$ cat src/rtl/fws_pkg.sv
package fws_pkg;

  localparam int DW = 16;

  typedef enum logic [1:0] {
    OP_NONE = 2'b00,
    OP_PROG = 2'b01,
    OP_CHIP = 2'b10,
    OP_SECT = 2'b11
  } op_kind_e;

  // Programming can only clear bits: the stored word is old AND new.
  function automatic logic [DW-1:0] prog_merge(input logic [DW-1:0] old_w,
                                                input logic [DW-1:0] new_w);
    return old_w & new_w;
  endfunction

  function automatic logic is_erase(input op_kind_e k);
    return (k == OP_CHIP) || (k == OP_SECT);
  endfunction

  // Polling bit shown on bit 7 while busy.
  function automatic logic poll_bit(input op_kind_e k, input logic [DW-1:0] wdata);
    return (k == OP_PROG) ? ~wdata[7] : 1'b0;
  endfunction

  // Busy-time read word: array bits with bits 7 and 6 replaced by status.
  function automatic logic [DW-1:0] status_word(input logic [DW-1:0] arr,
                                                 input logic          dq7,
                                                 input logic          dq6);
    logic [DW-1:0] w;
    w    = arr;
    w[7] = dq7;
    w[6] = dq6;
    return w;
  endfunction

endpackage

$ cat src/rtl/fws_we_filter.sv
module fws_we_filter #(
  parameter int MIN_LOW = 2
) (
  input  logic clk,
  input  logic rst_n,
  input  logic we_n,
  output logic strobe_o
);
  localparam int CW = $clog2(MIN_LOW + 1);
  localparam logic [CW-1:0] LIM = CW'(MIN_LOW);

  logic [CW-1:0] low_cnt;

  // Counts consecutive low samples of the strobe, saturating at the limit.
  always_ff @(posedge clk or negedge rst_n) begin
    if (!rst_n) begin
      low_cnt <= '0;
    end else if (!we_n) begin
      if (low_cnt != LIM) low_cnt <= low_cnt + 1'b1;
    end else begin
      low_cnt <= '0;
    end
  end

  assign strobe_o = we_n && (low_cnt == LIM);

  a_r3_strobe_after_low: assert property (@(posedge clk) disable iff (!rst_n)
    strobe_o |-> $past(!we_n));

endmodule

$ cat src/rtl/fws_pwr_lock.sv
module fws_pwr_lock #(
  parameter int LOCK_CYC = 500000
) (
  input  logic clk,
  input  logic rst_n,
  input  logic pwr_good,
  output logic ok_o
);
  localparam int CW = $clog2(LOCK_CYC + 1);
  localparam logic [CW-1:0] LAST = CW'(LOCK_CYC - 1);

  logic [CW-1:0] cnt;

  always_ff @(posedge clk or negedge rst_n) begin
    if (!rst_n) begin
      cnt  <= '0;
      ok_o <= 1'b0;
    end else if (!pwr_good) begin
      cnt  <= '0;
      ok_o <= 1'b0;
    end else if (!ok_o) begin
      if (cnt == LAST) ok_o <= 1'b1;
      else             cnt  <= cnt + 1'b1;
    end
  end

  a_r2_lock_on_power_loss: assert property (@(posedge clk) disable iff (!rst_n)
    !pwr_good |=> !ok_o);

endmodule

$ cat src/rtl/fws_op_timer.sv
module fws_op_timer
  import fws_pkg::*;
#(
  parameter int PROG_CYC  = 5000,
  parameter int ERASE_CYC = 10000000
) (
  input  logic          clk,
  input  logic          rst_n,
  input  logic          start_i,
  input  op_kind_e      kind_i,
  input  logic [DW-1:0] wdata_i,
  input  logic [DW-1:0] old_i,
  output logic          busy_o,
  output op_kind_e      op_o,
  output logic [DW-1:0] wdata_o,
  output logic          done_o,
  output op_kind_e      done_kind_o,
  output logic [DW-1:0] done_word_o
);
  localparam int MAXC = (PROG_CYC > ERASE_CYC) ? PROG_CYC : ERASE_CYC;
  localparam int CW   = $clog2(MAXC + 1);
  localparam logic [CW-1:0] PROG_LAST  = CW'(PROG_CYC - 1);
  localparam logic [CW-1:0] ERASE_LAST = CW'(ERASE_CYC - 1);

  logic [CW-1:0] cnt;
  logic [DW-1:0] old_q;

  function automatic logic [CW-1:0] last_count(input op_kind_e k);
    return is_erase(k) ? ERASE_LAST : PROG_LAST;
  endfunction

  always_ff @(posedge clk or negedge rst_n) begin
    if (!rst_n) begin
      busy_o      <= 1'b0;
      cnt         <= '0;
      op_o        <= OP_NONE;
      wdata_o     <= '0;
      old_q       <= '0;
      done_o      <= 1'b0;
      done_kind_o <= OP_NONE;
      done_word_o <= '0;
    end else begin
      done_o <= 1'b0;
      if (start_i && !busy_o) begin
        busy_o  <= 1'b1;
        cnt     <= last_count(kind_i);
        op_o    <= kind_i;
        wdata_o <= wdata_i;
        old_q   <= old_i;
      end else if (busy_o) begin
        if (cnt == '0) begin
          busy_o      <= 1'b0;
          done_o      <= 1'b1;
          done_kind_o <= op_o;
          done_word_o <= (op_o == OP_PROG) ? prog_merge(old_q, wdata_o) : '1;
        end else begin
          cnt <= cnt - 1'b1;
        end
      end
    end
  end

  a_r4_done_follows_busy: assert property (@(posedge clk) disable iff (!rst_n)
    done_o |-> (!busy_o && $past(busy_o)));

  a_r9_op_held_while_busy: assert property (@(posedge clk) disable iff (!rst_n)
    (busy_o && $past(busy_o)) |-> ($stable(op_o) && $stable(wdata_o)));

  a_r5_prog_only_clears: assert property (@(posedge clk) disable iff (!rst_n)
    (done_o && done_kind_o == OP_PROG) |-> ((done_word_o & ~$past(wdata_o)) == '0));

endmodule

$ cat src/rtl/fws_status_mux.sv
module fws_status_mux
  import fws_pkg::*;
(
  input  logic          clk,
  input  logic          rst_n,
  input  logic          ce_n,
  input  logic          oe_n,
  input  logic          start_i,
  input  logic          busy_i,
  input  op_kind_e      op_i,
  input  logic [DW-1:0] wdata_i,
  input  logic [DW-1:0] arr_i,
  output logic [DW-1:0] rd_data_o
);
  logic rd_act;
  logic rd_q;
  logic rd_begin;
  logic tog;

  assign rd_act   = !ce_n && !oe_n;
  assign rd_begin = rd_act && !rd_q;

  always_ff @(posedge clk or negedge rst_n) begin
    if (!rst_n) begin
      rd_q <= 1'b0;
      tog  <= 1'b0;
    end else begin
      rd_q <= rd_act;
      if (start_i)               tog <= 1'b0;
      else if (busy_i && rd_begin) tog <= ~tog;
    end
  end

  always_comb begin
    if (!rd_act)     rd_data_o = '0;
    else if (busy_i) rd_data_o = status_word(arr_i, poll_bit(op_i, wdata_i), tog);
    else             rd_data_o = arr_i;
  end

  a_r7_erase_poll_low: assert property (@(posedge clk) disable iff (!rst_n)
    (rd_act && busy_i && is_erase(op_i)) |-> !rd_data_o[7]);

  a_r8_toggle_per_access: assert property (@(posedge clk) disable iff (!rst_n)
    (busy_i && rd_act && !rd_q) |=> (tog != $past(tog)));

  a_r8_toggle_steady_in_read: assert property (@(posedge clk) disable iff (!rst_n)
    (rd_act && rd_q && !start_i) |=> $stable(tog));

endmodule

$ cat src/rtl/fws_unit.sv
module fws_unit
  import fws_pkg::*;
#(
  parameter int PROG_CYC   = 5000,
  parameter int ERASE_CYC  = 10000000,
  parameter int LOCK_CYC   = 500000,
  parameter int MIN_WE_LOW = 2
) (
  input  logic        clk,
  input  logic        rst_n,
  input  logic        pwr_good,
  input  logic        we_n,
  input  logic [1:0]  cmd_kind,
  input  logic [15:0] cmd_wdata,
  input  logic        ce_n,
  input  logic        oe_n,
  input  logic [15:0] arr_rdata,
  output logic [15:0] rd_data,
  output logic        busy,
  output logic        write_ready,
  output logic        done_valid,
  output logic [1:0]  done_kind,
  output logic [15:0] done_word
);
  logic          strobe;
  logic          start;
  op_kind_e      req_kind;
  op_kind_e      cur_op;
  op_kind_e      fin_kind;
  logic [DW-1:0] cur_wdata;

  assign req_kind = op_kind_e'(cmd_kind);

  fws_we_filter #(.MIN_LOW(MIN_WE_LOW)) u_filter (
    .clk      (clk),
    .rst_n    (rst_n),
    .we_n     (we_n),
    .strobe_o (strobe)
  );

  fws_pwr_lock #(.LOCK_CYC(LOCK_CYC)) u_lock (
    .clk      (clk),
    .rst_n    (rst_n),
    .pwr_good (pwr_good),
    .ok_o     (write_ready)
  );

  assign start = strobe && (req_kind != OP_NONE) && write_ready && !busy;

  fws_op_timer #(.PROG_CYC(PROG_CYC), .ERASE_CYC(ERASE_CYC)) u_timer (
    .clk         (clk),
    .rst_n       (rst_n),
    .start_i     (start),
    .kind_i      (req_kind),
    .wdata_i     (cmd_wdata),
    .old_i       (arr_rdata),
    .busy_o      (busy),
    .op_o        (cur_op),
    .wdata_o     (cur_wdata),
    .done_o      (done_valid),
    .done_kind_o (fin_kind),
    .done_word_o (done_word)
  );

  assign done_kind = fin_kind;

  fws_status_mux u_status (
    .clk       (clk),
    .rst_n     (rst_n),
    .ce_n      (ce_n),
    .oe_n      (oe_n),
    .start_i   (start),
    .busy_i    (busy),
    .op_i      (cur_op),
    .wdata_i   (cur_wdata),
    .arr_i     (arr_rdata),
    .rd_data_o (rd_data)
  );

  a_r2_start_only_when_ready: assert property (@(posedge clk) disable iff (!rst_n)
    $rose(busy) |-> $past(write_ready));

  a_r6_prog_poll_inverted: assert property (@(posedge clk) disable iff (!rst_n)
    (busy && cur_op == OP_PROG && !ce_n && !oe_n) |-> (rd_data[7] == !cur_wdata[7]));

endmodule

$ cat config.mk
export PLATFORM = sky130hd
export DESIGN_NAME = fws_unit
export DESIGN_NICKNAME = d
export VERILOG_FILES = /design/src/rtl/fws_pkg.sv /design/src/rtl/fws_we_filter.sv /design/src/rtl/fws_pwr_lock.sv /design/src/rtl/fws_op_timer.sv /design/src/rtl/fws_status_mux.sv /design/src/rtl/fws_unit.sv
export SDC_FILE = /design/constraint.sdc
export NUM_CORES = 1
export LEC_CHECK = 0
export BUFFER_PORTS_ARGS = -buffer_cell sky130_fd_sc_hd__clkbuf_2
export CAP_MARGIN = 40
export CORE_MARGIN = 10
export CORE_UTILIZATION = 30
export CTS_CLUSTER_SIZE = 25
export DETAILED_ROUTE_END_ITERATION = 7
export HOLD_SLACK_MARGIN = 0.05
export MAX_ROUTING_LAYER = met4
export PLACE_DENSITY = 0.54
export SLEW_MARGIN = 15
export SYNTH_ARGS = -nofsm -noshare
export SYNTH_HDL_FRONTEND = slang
export SYNTH_HIERARCHICAL = 1
export SYNTH_SLANG_ARGS = --single-unit
$ cat constraint.sdc
create_clock -name clk -period 2.73 [get_ports clk]
set_clock_uncertainty 0.05 [all_clocks]
set_input_delay 0.1365 -clock clk [delete_from_list [all_inputs] [get_ports clk]]
set_output_delay 0.1365 -clock clk [all_outputs]
set_load 0.03 [all_outputs]
# Word level (Yosys, flattened, before mapping)
# Cells that the tools add are included.
[word_totals]
reg_bits = 102
out_inout_bits = 37
[classes]
add_sub_neg = 3
n_eq_ne = 9
n_mux = 24
bitwise_logic = 4
n_reduce_logical = 21
[ops]
columns = ["operator", "count"]
rows = [
  ["$mux 24", 4],
  ["$mux 19", 3],
  ["$mux 16", 2],
  ["$logic_not 24->1", 1],
  ["$sub 24x1->24 const B", 1],
  ["$add 19x1->19 const B", 1],
  ["$eq 19x19->1 const B", 1],
  ["$and 16x16->16", 1],
  ["$mux 1", 12],
  ["$logic_and 1x1->1", 8],
  ["$mux 8", 1],
  ["$reduce_bool 2->1", 4],
  ["$eq 2x2->1 const B", 3],
  ["$ne 2x2->1 const B", 3],
  ["$logic_not 1->1", 4],
  ["$mux 2", 2],
  ["$reduce_and 2->1", 2],
  ["$not 1->1", 3],
  ["$reduce_and 3->1", 1],
  ["$add 2x1->2 const B", 1],
  ["$eq 2x1->1 const B", 1],
  ["$ne 2x1->1 const B", 1],
  ["$logic_or 1x1->1", 1],
]

# Logic depth before layout (Yosys ltp)
[depth]
ltp_word = 8
mapped_depth = 11
ltp_nobuf = 9

# Hierarchy
# Netlist, hierarchy kept.
[by_module_without_submodules]
columns = ["mod", "n_inst", "cells_per_inst", "area_each_um2", "seq_area_each_um2"]
rows = [
  ["fws_op_timer", 1, 368, 3573.4, 1951.9],
  ["fws_pwr_lock", 1, 103, 1081.0, 500.5],
  ["fws_status_mux", 1, 27, 224.0, 50.0],
  ["fws_we_filter", 1, 10, 105.1, 50.0],
  ["fws_unit", 1, 3, 17.5, 0.0],
]

# Worst setup path after synthesis
# Ideal clock, no wire load.
[synth_path]
path_type = "reg2reg"
startpoint = "reg u_filter.low_cnt[0]"
endpoint = "reg u_timer.op_o[0]"
setup_time_ns = 0.065
arrival_ns = 2.263
path_slack_ns = 0.352
path_stages_with_launch = 12
n_path_buf = 3
cell_sequence = "dfrtp_1 inv_1 ha_1 and2_2 nand2_1 nor3_2 nor2b_1 clkbuf_1 buf_1 buf_1 nand2_1 nand2_1"
[synth_between]
elab_chain_len = 6
[synth_lines]
columns = ["element", "line", "source"]
rows = [
  ["from (decl)", "fws_we_filter.sv:12", "logic [CW-1:0] low_cnt;"],
  ["from (signal assigned)", "fws_we_filter.sv:19", "if (low_cnt != LIM) low_cnt <= low_cnt + 1'b1;"],
  ["$eq 2x2->1", "fws_we_filter.sv:25", "assign strobe_o = we_n && (low_cnt == LIM);"],
  ["$logic_and 1x1->1", "fws_we_filter.sv:25", ""],
  ["named net strobe", "fws_unit.sv:25", "logic strobe;"],
  ["$logic_and 1x1->1 (3 in series)", "fws_unit.sv:48", "assign start = strobe && (req_kind != OP_NONE) && write_ready && !busy;"],
  ["named net start", "fws_unit.sv:26", "logic start;"],
  ["$logic_and 1x1->1", "fws_op_timer.sv:44", "if (start_i && !busy_o) begin"],
  ["to (signal assigned)", "fws_op_timer.sv:47", "op_o <= kind_i;"],
  ["to (decl)", "fws_op_timer.sv:14", "output op_kind_e op_o,"],
]
# The timed path passes the listed nets, and every way through them passes these cells.
# A chain may end at the register's enable or synchronous reset.

# Worst setup path in the final report
[layout_path]
startpoint = "reg u_timer.cnt[0]"
endpoint = "reg u_timer.cnt[14]"
[layout_between]
elab_chain_len = 4
elab_cells_between_ends = 7
[layout_lines]
columns = ["element", "line", "source"]
rows = [
  ["from (decl)", "fws_op_timer.sv:25", "logic [CW-1:0] cnt;"],
  ["from (signal assigned)", "fws_op_timer.sv:46", "cnt <= last_count(kind_i);"],
  ["from (signal assigned)", "fws_op_timer.sv:57", "cnt <= cnt - 1'b1;"],
  ["$sub 24x1->24", "fws_op_timer.sv:57", ""],
  ["$mux 24", "fws_op_timer.sv:51", "if (cnt == '0) begin"],
  ["$mux 24", "fws_op_timer.sv:50", "end else if (busy_o) begin"],
  ["$mux 24", "fws_op_timer.sv:44", ""],
]
# Several ways; a longest one is shown, not always the timed one. The select of a mux whose other input is x is not followed.

==> results_dict.tcl <==
set metrics [dict create \
    crit_start "u_timer/cnt[0]" \
    top_usage_layer "met2" \
    r2r_start "u_timer/cnt[0]" \
    clock-root-buffer "clkbuf_16" \
    ys_ff_latch 102 \
    pwr_density_cell_nw_per_um2 477.6 \
    die_y_um 149.1 \
    finalHoldViolCount 0 \
    routabilityCongestion 0.7949 \
    ant_nets 0 \
    synth_cell_types 68 \
    hold_class "primary input to flop" \
    layout.area.seq_um2 2552 \
    cp-start-kind "flop" \
    drc 0 \
    syn_avg_cell_area_um2 9.787 \
    vias_per_cell 4.877 \
    die_x_um 149.1 \
    clk_pin_slew_worst_paths_ps 70 \
    setup_viol 0 \
    reg2regPathDepth 7 \
    area_delta_synth_final_pct 26.39 \
    grtUsageTotal_pct 12.05 \
    cts_buffers 9 \
    maxCapViolCount 0 \
    drive_above_1_share_pct 23.25 \
    synth_top_area_cell "dfrtp_1" \
    dr.first_iter.drc_count 215 \
    numPortBuffers 76 \
    synth-edff-count 0 \
    dr.pass1.iters 5 \
    grt_remaining_overflow 0 \
    fp.coreArea_um2 16470 \
    ios 77 \
    timing.final.crit_share_pct 86.19 \
    syn-cell-area_um2 5001 \
    hp-start "cmd_kind[1]" \
    die_area_um2 22230 \
    ys_seq_area_share_pct 51.04 \
    met3_usage_pct 2.609 \
    ctsLongestPathBuffers 2 \
    rsz0062_at_grt "no" \
    post-synth-top-count-cell "nand2_1" \
    synthFlopType "dfrtp_1" \
    regToRegSetupSlack_ps 380 \
    synthTopCellsByArea "dfrtp_1, nand2_1, mux2_2, and2_1, mux2i_1" \
    p_leak_uw 0.002943 \
    yosysWarnings 6 \
    syn_inst 511 \
    fillers 1647 \
    antenna_cells 0 \
    cts_tree "yes" \
    cp_data_arrival_time_ps 2510 \
    hold_depth 3 \
    crit_type "flop to flop" \
    status "complete, no violations" \
    hpwl_um 9020 \
    placement_rows 47 \
    multi_input_area_um2 2326 \
    synth_top_cells_by_count "nand2_1, dfrtp_1, and2_1" \
    worstMarginPinSlew_ps 633.2 \
    worstPathMaxFanout 7 \
    r2r_end "u_timer/cnt[14]" \
    antenna_found_initial 0 \
    grt_pass1_wl_um 21180 \
    synth_top_area_share_pct 51.04 \
    irDropWorstVdd_mv 0.3081 \
    wl_um 12870 \
    place_inst 799 \
    wl_per_cell_um 15.18 \
    tns_ps 0 \
    async_reset_ff_share_pct 100.0 \
    slew_headroom_pct 57.74 \
    fin_nets 669 \
    dr_total_vias 4136 \
    cp-end-kind "flop" \
    grt_max_degree 46 \
    hold_path_end "u_timer/op_o[1]" \
    clock_sinks 102 \
    fin_cells 848 \
    start_util_pct 30.37 \
    critPathRequiredTime_ps 2880 \
    met1_usage_pct 14.81 \
    fin_crit_ps 2353 \
    synth_nets 555 \
    use_met2_pct 19.42 \
    fmax_mhz 425.0 \
    grt_pass1_vias 4126 \
    htree_levels 3 \
    worst_skew_pair.late_latency_ps 340 \
    slew_violations 0 \
    cts_resized 0 \
]
==> report_power, final <==
group          internal, µW  switching (µW)
clock                   704             555
sequential             1530            13.3
combinational           102             116
total                  2330             684
==> worst max path at each step <==
stage	to
finish	u_timer/cnt[14]
global route	u_timer/cnt[12]
CTS	u_timer/cnt[14]
detailed placement	u_timer/cnt[14]
global placement	u_timer/cnt[12]
floorplan	u_timer/op_o[0]
==> metal layers <==
layer  vias to the layer above  wire (µm)
li1                       1996          -
met4                         0        146
met3                        10        483
met1                      2060       5831
met5                         -          0
met2                        70       6409
==> layout by cell type (no fill, tap or decap), drive strengths merged, types with 4 or more instances in the layout <==
cell         instances
or4                  9
a31oi                6
o31ai               10
dlygate4sd3         35
or2                  5
nand3               16
nand2b               7
o211ai               4
nand4                7
dfrtp              102
mux2i                8
clkbuf              84
a21oi               10
inv                  8
o21a                 4
nor3                 9
buf                 14
a21boi               4
and2                26
xnor2                9
mux2                19
nand2              149
o21ai                7
ha                   4
o41ai                4
nor4                 7
nor2                17
nor2b                4
==> cells by family after synthesis <==
family	Yosys count	share of synthesized area, %
flops	102	51.04
buf+inv	28	2.602
fa+ha+maj	4	1.001
simple gates	273	27.95
mux	27	5.879
xor+xnor	11	1.927
compound gates	66	9.608
==> through the flow <==
step	utilization (%)	instance area, µm²	hold WS (ps)	worst slack (ps)	power (µW)
after global placement	34.53	5685	81.26	496.5	1748
final	38.39	6321	76.22	376.9	3019
after floorplan	-	5001	-209.1	352.1	1657
after detailed placement	34.53	5685	83.16	379.7	1755
after CTS	38.39	6321	58.88	352.7	3074
after global routing	38.39	6321	72.43	141.6	3168
==> critical path, stage by stage (launching register included) <==
cell and delay, ps:
dfrtp_1 420, inv_1 110, ha_1 210, nor3b_1 360, nand3_1 310, buf_4 250
o311ai_0 350, o41ai_1 160
==> state kept, by name (all words and copies together), names as in the netlist <==
register / count
u_timer/cnt: 24
u_lock/cnt: 19
u_timer/done_word_o: 16
u_timer/old_q: 16
u_timer/wdata_o: 16
u_filter/low_cnt: 2
u_timer/done_kind_o: 2
u_timer/op_o: 2
u_lock/ok_o: 1
u_status/rd_q: 1
u_status/tog: 1
u_timer/busy_o: 1
u_timer/done_o: 1
==> cell type report <==
cell class	count	share of cell area, %
Multi-Input combinational cell	381	36.80
Tap cell	220	4.355
Sequential cell	102	40.38
Inverter	7	0.4157
Clock inverter	5	0.9501
Clock buffer	9	3.563
Timing Repair Buffer	124	13.54
==> timing repair <==
item / CTS / global route
buffers inserted: 0 / 0
endpoints found under the hold margin: 67 / 0
hold buffers: 35 / 0
(Power assumes the default switching activity.)
